[config.mk]
export PLATFORM = sky130hd
export DESIGN_NAME = wave_capture
export DESIGN_NICKNAME = d
export VERILOG_FILES = /design/src/rtl/wcap_pkg.sv /design/src/rtl/wcap_rate_div.sv /design/src/rtl/wcap_src_sel.sv /design/src/rtl/wcap_hold.sv /design/src/rtl/wave_capture.sv
export SDC_FILE = /design/constraint.sdc
export NUM_CORES = 1
export LEC_CHECK = 0
export BUFFER_PORTS_ARGS = -buffer_cell sky130_fd_sc_hd__buf_2
export CAP_MARGIN = 20
export CORE_ASPECT_RATIO = 1.25
export CORE_UTILIZATION = 53
export CTS_BUF_LIST = sky130_fd_sc_hd__clkbuf_8
export CTS_CLUSTER_SIZE = 8
export DETAILED_ROUTE_END_ITERATION = 8
export PLACE_DENSITY_LB_ADDON = 0.3
export SYNTH_ARGS = -nofsm -noshare
export SYNTH_HDL_FRONTEND = slang
export SYNTH_SLANG_ARGS = --single-unit
export TNS_END_PERCENT = 5
[constraint.sdc]
create_clock -name clk -period 6.05 [get_ports clk]
set_input_delay 1.815 -clock clk [delete_from_list [all_inputs] [get_ports clk]]
set_output_delay 1.815 -clock clk [all_outputs]
set_load 0.02 [all_outputs]
[src/rtl/wcap_pkg.sv]
package wcap_pkg;
   localparam int RATE_W = 2;
   localparam int SRC_W  = 2;

   typedef enum logic [SRC_W-1:0] {
      SRC_POWER = 2'b00,
      SRC_BOTH  = 2'b01,
      SRC_CH1   = 2'b10,
      SRC_CH2   = 2'b11
   } wcap_src_e;
endpackage

[src/rtl/wcap_rate_div.sv]
module wcap_rate_div
   import wcap_pkg::*;
#(
   parameter int BASE_LOG2 = 7
) (
   input  logic              clk,
   input  logic              rst_n,
   input  logic [RATE_W-1:0] rate,
   output logic              strobe
);
   localparam int NRATE = 2 ** RATE_W;
   localparam int CNT_W = BASE_LOG2 + NRATE - 1;

   logic [CNT_W-1:0]  last_tbl [NRATE];
   logic [CNT_W-1:0]  cnt_q;
   logic [RATE_W-1:0] rate_q;
   logic              restart;
   logic              at_last;

   // terminal count for each rate code
   for (genvar gi = 0; gi < NRATE; gi++) begin : g_last
      assign last_tbl[gi] = CNT_W'((64'd1 << (BASE_LOG2 + gi)) - 64'd1);
   end

   assign restart = (rate != rate_q);
   assign at_last = (cnt_q == last_tbl[rate]);
   assign strobe  = !restart && at_last;

   always_ff @(posedge clk or negedge rst_n) begin
      if (!rst_n) begin
         cnt_q  <= '0;
         rate_q <= '0;
      end else begin
         rate_q <= rate;
         if (restart || at_last) begin
            cnt_q <= '0;
         end else begin
            cnt_q <= cnt_q + {{(CNT_W-1){1'b0}}, 1'b1};
         end
      end
   end
endmodule

[src/rtl/wcap_src_sel.sv]
module wcap_src_sel
   import wcap_pkg::*;
#(
   parameter int SAMPLE_W = 24,
   parameter int PACK_W   = 20,
   parameter bit KEEP_MSB = 1'b1,
   parameter int WAVE_W   = 40,
   parameter int LEN_W    = 6
) (
   input  logic [SRC_W-1:0]    src,
   input  logic [SAMPLE_W-1:0] pwr,
   input  logic [SAMPLE_W-1:0] ch1,
   input  logic [SAMPLE_W-1:0] ch2,
   output logic [WAVE_W-1:0]   word,
   output logic [LEN_W-1:0]    len
);
   logic [PACK_W-1:0] ch1_cut;
   logic [PACK_W-1:0] ch2_cut;

   if (KEEP_MSB) begin : g_keep_msb
      assign ch1_cut = ch1[SAMPLE_W-1 -: PACK_W];
      assign ch2_cut = ch2[SAMPLE_W-1 -: PACK_W];
   end else begin : g_keep_lsb
      assign ch1_cut = ch1[PACK_W-1:0];
      assign ch2_cut = ch2[PACK_W-1:0];
   end

   always_comb begin
      word = WAVE_W'(pwr);
      len  = LEN_W'(SAMPLE_W);
      case (wcap_src_e'(src))
         SRC_POWER: begin
            word = WAVE_W'(pwr);
            len  = LEN_W'(SAMPLE_W);
         end
         SRC_BOTH: begin
            word = WAVE_W'({ch1_cut, ch2_cut});
            len  = LEN_W'(2 * PACK_W);
         end
         SRC_CH1: begin
            word = WAVE_W'(ch1);
            len  = LEN_W'(SAMPLE_W);
         end
         SRC_CH2: begin
            word = WAVE_W'(ch2);
            len  = LEN_W'(SAMPLE_W);
         end
         default: ;
      endcase
   end
endmodule

[src/rtl/wcap_hold.sv]
module wcap_hold #(
   parameter int WAVE_W = 40,
   parameter int LEN_W  = 6
) (
   input  logic              clk,
   input  logic              rst_n,
   input  logic              strobe,
   input  logic [WAVE_W-1:0] word_in,
   input  logic [LEN_W-1:0]  len_in,
   output logic [WAVE_W-1:0] word_q,
   output logic [LEN_W-1:0]  len_q,
   output logic              rdy_q
);
   always_ff @(posedge clk or negedge rst_n) begin
      if (!rst_n) begin
         word_q <= '0;
         len_q  <= '0;
         rdy_q  <= 1'b0;
      end else begin
         rdy_q <= strobe;
         if (strobe) begin
            word_q <= word_in;
            len_q  <= len_in;
         end
      end
   end
endmodule

[src/rtl/wave_capture.sv]
module wave_capture
   import wcap_pkg::*;
#(
   parameter int BASE_DIV_LOG2 = 7,
   parameter int SAMPLE_W      = 24,
   parameter int PACK_W        = 20,
   parameter bit KEEP_MSB      = 1'b1,
   localparam int WAVE_W       = (2 * PACK_W > SAMPLE_W) ? 2 * PACK_W : SAMPLE_W,
   localparam int LEN_W        = $clog2(WAVE_W + 1)
) (
   input  logic                clk,
   input  logic                rst_n,
   input  logic [RATE_W-1:0]   rate_sel,
   input  logic [SRC_W-1:0]    src_sel,
   input  logic [SAMPLE_W-1:0] pwr_smp,
   input  logic [SAMPLE_W-1:0] ch1_smp,
   input  logic [SAMPLE_W-1:0] ch2_smp,
   output logic [WAVE_W-1:0]   wave_reg,
   output logic [LEN_W-1:0]    wave_len,
   output logic                wave_rdy
);
   if (PACK_W > SAMPLE_W) begin : g_bad_pack
      $error("PACK_W must not exceed SAMPLE_W");
   end
   if (BASE_DIV_LOG2 < 1 || BASE_DIV_LOG2 > 40) begin : g_bad_base
      $error("BASE_DIV_LOG2 out of range");
   end
   if (PACK_W < 1) begin : g_bad_width
      $error("PACK_W must be positive");
   end

   logic              strobe;
   logic [WAVE_W-1:0] sel_word;
   logic [LEN_W-1:0]  sel_len;

   wcap_rate_div #(
      .BASE_LOG2 (BASE_DIV_LOG2)
   ) u_div (
      .clk    (clk),
      .rst_n  (rst_n),
      .rate   (rate_sel),
      .strobe (strobe)
   );

   wcap_src_sel #(
      .SAMPLE_W (SAMPLE_W),
      .PACK_W   (PACK_W),
      .KEEP_MSB (KEEP_MSB),
      .WAVE_W   (WAVE_W),
      .LEN_W    (LEN_W)
   ) u_sel (
      .src  (src_sel),
      .pwr  (pwr_smp),
      .ch1  (ch1_smp),
      .ch2  (ch2_smp),
      .word (sel_word),
      .len  (sel_len)
   );

   wcap_hold #(
      .WAVE_W (WAVE_W),
      .LEN_W  (LEN_W)
   ) u_hold (
      .clk     (clk),
      .rst_n   (rst_n),
      .strobe  (strobe),
      .word_in (sel_word),
      .len_in  (sel_len),
      .word_q  (wave_reg),
      .len_q   (wave_len),
      .rdy_q   (wave_rdy)
   );
endmodule

==> results.py <==
metrics = {
    "drt": {
        "drt-pass1-iter-count": 4,
        "wire_per_inst_um": 16.4,
        "final_antenna_net_count": 0,
        "vias_per_cell": 5.45,
        "dr_total_vias": 2168,
        "drc": 0,
        "initialDrtViolationCount": 122,
        "totalWireLength_mm": 6.52,
    },
    "synthesis": {
        "synth_edf_count": 0,
        "netlist_area_mm2": 0.00291,
        "synth_cell_types": 28,
        "synth-main-ff-cell": "dfrtp_1",
        "syn_avg_cell_area_um2": 13.4,
        "synthCells": 218,
        "synth_seq_area_share_pct": 48.1,
        "synth-seq-cells": 56,
        "yosysWarnings": 0,
        "async_flop_share_pct": 100,
    },
    "critical_path": {
        "r2r-start": "u_div.cnt_q[0]$_DFF_PN0_",
        "r2r_slack_ns": 3.73,
        "path_cells": "buf_2 -> xnor2_1 -> nand2_1 -> a211oi_4 -> buf_4 -> mux2_2",
        "cp-end-kind": "flip-flop",
        "slowest_stage": "buf_4",
        "path_class": "in -> reg",
        "ff2ff_path_depth": 6,
        "critPathMaxFanout": 43,
        "critPathArrivalTime_ns": 3.67,
        "slowest_delay_ns": 0.53,
        "critical_path_required_ns": 6.24,
        "worst_setup_path_start_kind": "input port",
        "r2r-end": "u_hold.word_q[19]$_DFFE_PN0P_",
    },
    "finish": {
        "layout_common_cells": "121 x buf_2, 56 x dfrtp_1, 24 x mux4_2",
        "antenna-diode-count": 0,
        "nNetsFinal": 414,
        "multi_input_area_mm2": 0.00136,
        "final-seq-area_mm2": 0.00140,
        "mostFrequentLayoutCell": "buf_2",
        "syn_to_final_growth_pct": 24.4,
        "n_fill_cell": 402,
        "drive_above_1_share_pct": 50.9,
    },
    "cts": {
        "cts_resized": 0,
        "cts_setup_buffers": 0,
        "cts_buffers": 5,
        "cts-root-buf": "clkbuf_8",
        "tritoncts": "yes",
        "cts.sink_count": 56,
        "htreeDepth": 2,
        "clkTransAtPathRegs_ns": 0.09,
        "ctsHoldBuffers": 0,
        "clkLatencyLatePin_ns": 0.30,
        "cts_buffer_depth": 2,
    },
    "sta": {
        "max_freq_mhz": 287,
        "final.min_clock_period_ns": 3.48,
        "maxSlewViolCount": 0,
        "finalCritPeriodShare_pct": 57.6,
        "fin_worst_skew_ns": 0.00531,
        "setup_viol": 0,
        "slew_headroom_pct": 52.4,
        "rsz0062_at_grt": "no",
        "tightest_slew_ns": 0.715,
        "hold_violations": 0,
        "finalSetupTns_ns": 0,
    },
    "run_status": {
        "status": "complete, no violations",
    },
    "global_routing": {
        "grt_usage_pct": 25.2,
        "antenna_found_initial": 0,
        "grt_pass1_wl_mm": 10.7,
        "grt_pass1_vias": 2282,
        "overflow": 0,
        "grt_start_max_net_pins": 57,
    },
    "floorplanning": {
        "start_util_pct": 56.1,
        "floorplan.die.width_um": 68.3,
        "rows": 29,
        "num_io_pins": 125,
        "core_mm2": 0.00519,
        "dieArea_mm2": 0.00580,
        "die_h_um": 84.9,
    },
    "place": {
        "gp_congestion": 0.836,
        "io_buffer_count": 121,
        "hpwl_mm": 5.03,
    },
    "run": {
        "cap_viol_max_count": 0,
    },
    "min_path": {
        "hp-start": "u_hold.len_q[3]$_DFFE_PN0P_",
        "hold_path_class": "reg -> reg",
        "holdPathEnd": "u_hold.len_q[3]$_DFFE_PN0P_",
        "hold_depth": 1,
    },
    "power": {
        "leakage_uw": 0.00183,
        "p_per_area_mw_per_mm2": 192,
        "ir_drop_mv": 0.127,
        "p_total_uw": 696,
    },
}
[cells by family after synthesis]
kind of cell	after synthesis	synth area share (%)
DFF	56	48.1
other	1	0.129
buffers and inverters	33	5.37
and+or+nand+nor	46	7.30
AOI/OAI and AO/OA	4	1.29
adders and majority gates	1	0.429
xor gates and xnor gates	11	3.31
muxes	66	34.1
[through the flow]
step | instances | util (%) | instance area, um^2 | setup WS (ns) | hold slack (ns)
5_1_grt | 398 | 69.8 | 3620 | 2.48 | 0.506
2_1_floorplan | 220 | - | 2920 | 2.66 | 0.467
6_report | 398 | 69.8 | 3620 | 2.57 | 0.476
3_3_place_gp | 390 | 68.1 | 3530 | 2.34 | 0.455
3_5_place_dp | 390 | 68.1 | 3530 | 2.26 | 0.452
4_1_cts | 398 | 69.8 | 3620 | 2.57 | 0.477
[routing by layer]
metal  share of wire [%]  global-route usage, %  vias to the layer above
li1                    -                      -                      997
met1                  41                   33.0                     1072
met2                  50                   40.9                       87
met3                 7.0                   5.65                       12
met4                 2.1                   8.52                        0
met5                   0                      0                        -
[layout make-up]
type                       count  share of cell area (%)
clock inverter                 2                   0.207
tap                           62                    2.14
sequential                    56                    38.7
inverter                      17                    1.76
timing repair buffer         124                    17.3
clock buffer                   6                    2.28
multi-input combinational    131                    37.6
[worst max-delay path, delay by kind of cell]
kind,cells,cell delay [ns]
buf+inv,2,0.66
xor+xnor,1,0.17
simple gates,1,0.30
mux,1,0.41
compound gates,1,0.29
[how the worst max path moves through the flow]
| stage | from | endpoint | depth (start not counted) |
|---|---|---|---|
| CTS | rate_sel[1] | u_hold.word_q[19]$_DFFE_PN0P_ | 6 |
| detailed placement | rate_sel[1] | u_hold.word_q[19]$_DFFE_PN0P_ | 6 |
| global route | rate_sel[0] | u_hold.word_q[23]$_DFFE_PN0P_ | 6 |
| global placement | rate_sel[0] | u_hold.word_q[15]$_DFFE_PN0P_ | 6 |
| finish | rate_sel[1] | u_hold.word_q[19]$_DFFE_PN0P_ | 6 |
| floorplan | src_sel[1] | u_hold.word_q[12]$_DFFE_PN0P_ | 5 |
[sequential cells by signal, indices dropped and copies added (netlist names)]
name	flops
u_hold.rdy_q	1
u_hold.word_q	40
u_div.rate_q	2
u_div.cnt_q	10
u_hold.len_q	3
[cell usage after synthesis, drive strengths merged (2+ instances only)]
cell     n  share of area (%)
clkbuf   4               0.52
dfrtp   56                 48
and2     2               0.43
nor3    10                1.7
xnor2    8                2.4
mux2    25                9.7
xor2     3               0.90
nand3    3               0.52
a211oi   2               0.95
nor2     3               0.39
nand2   21                2.7
mux2i   17                5.8
nand4    2               0.43
mux4    24                 19
buf     12                2.7
inv     17                2.2
[report_power, final]
part | internal (uW) | switching, uW | total, uW
clock | 90.3 | 112 | 202
sequential | 382 | 4.57 | 386
combinational | 54.7 | 53.2 | 108
total | 527 | 170 | 696
Note: power is estimated with default switching activity, not from simulation.
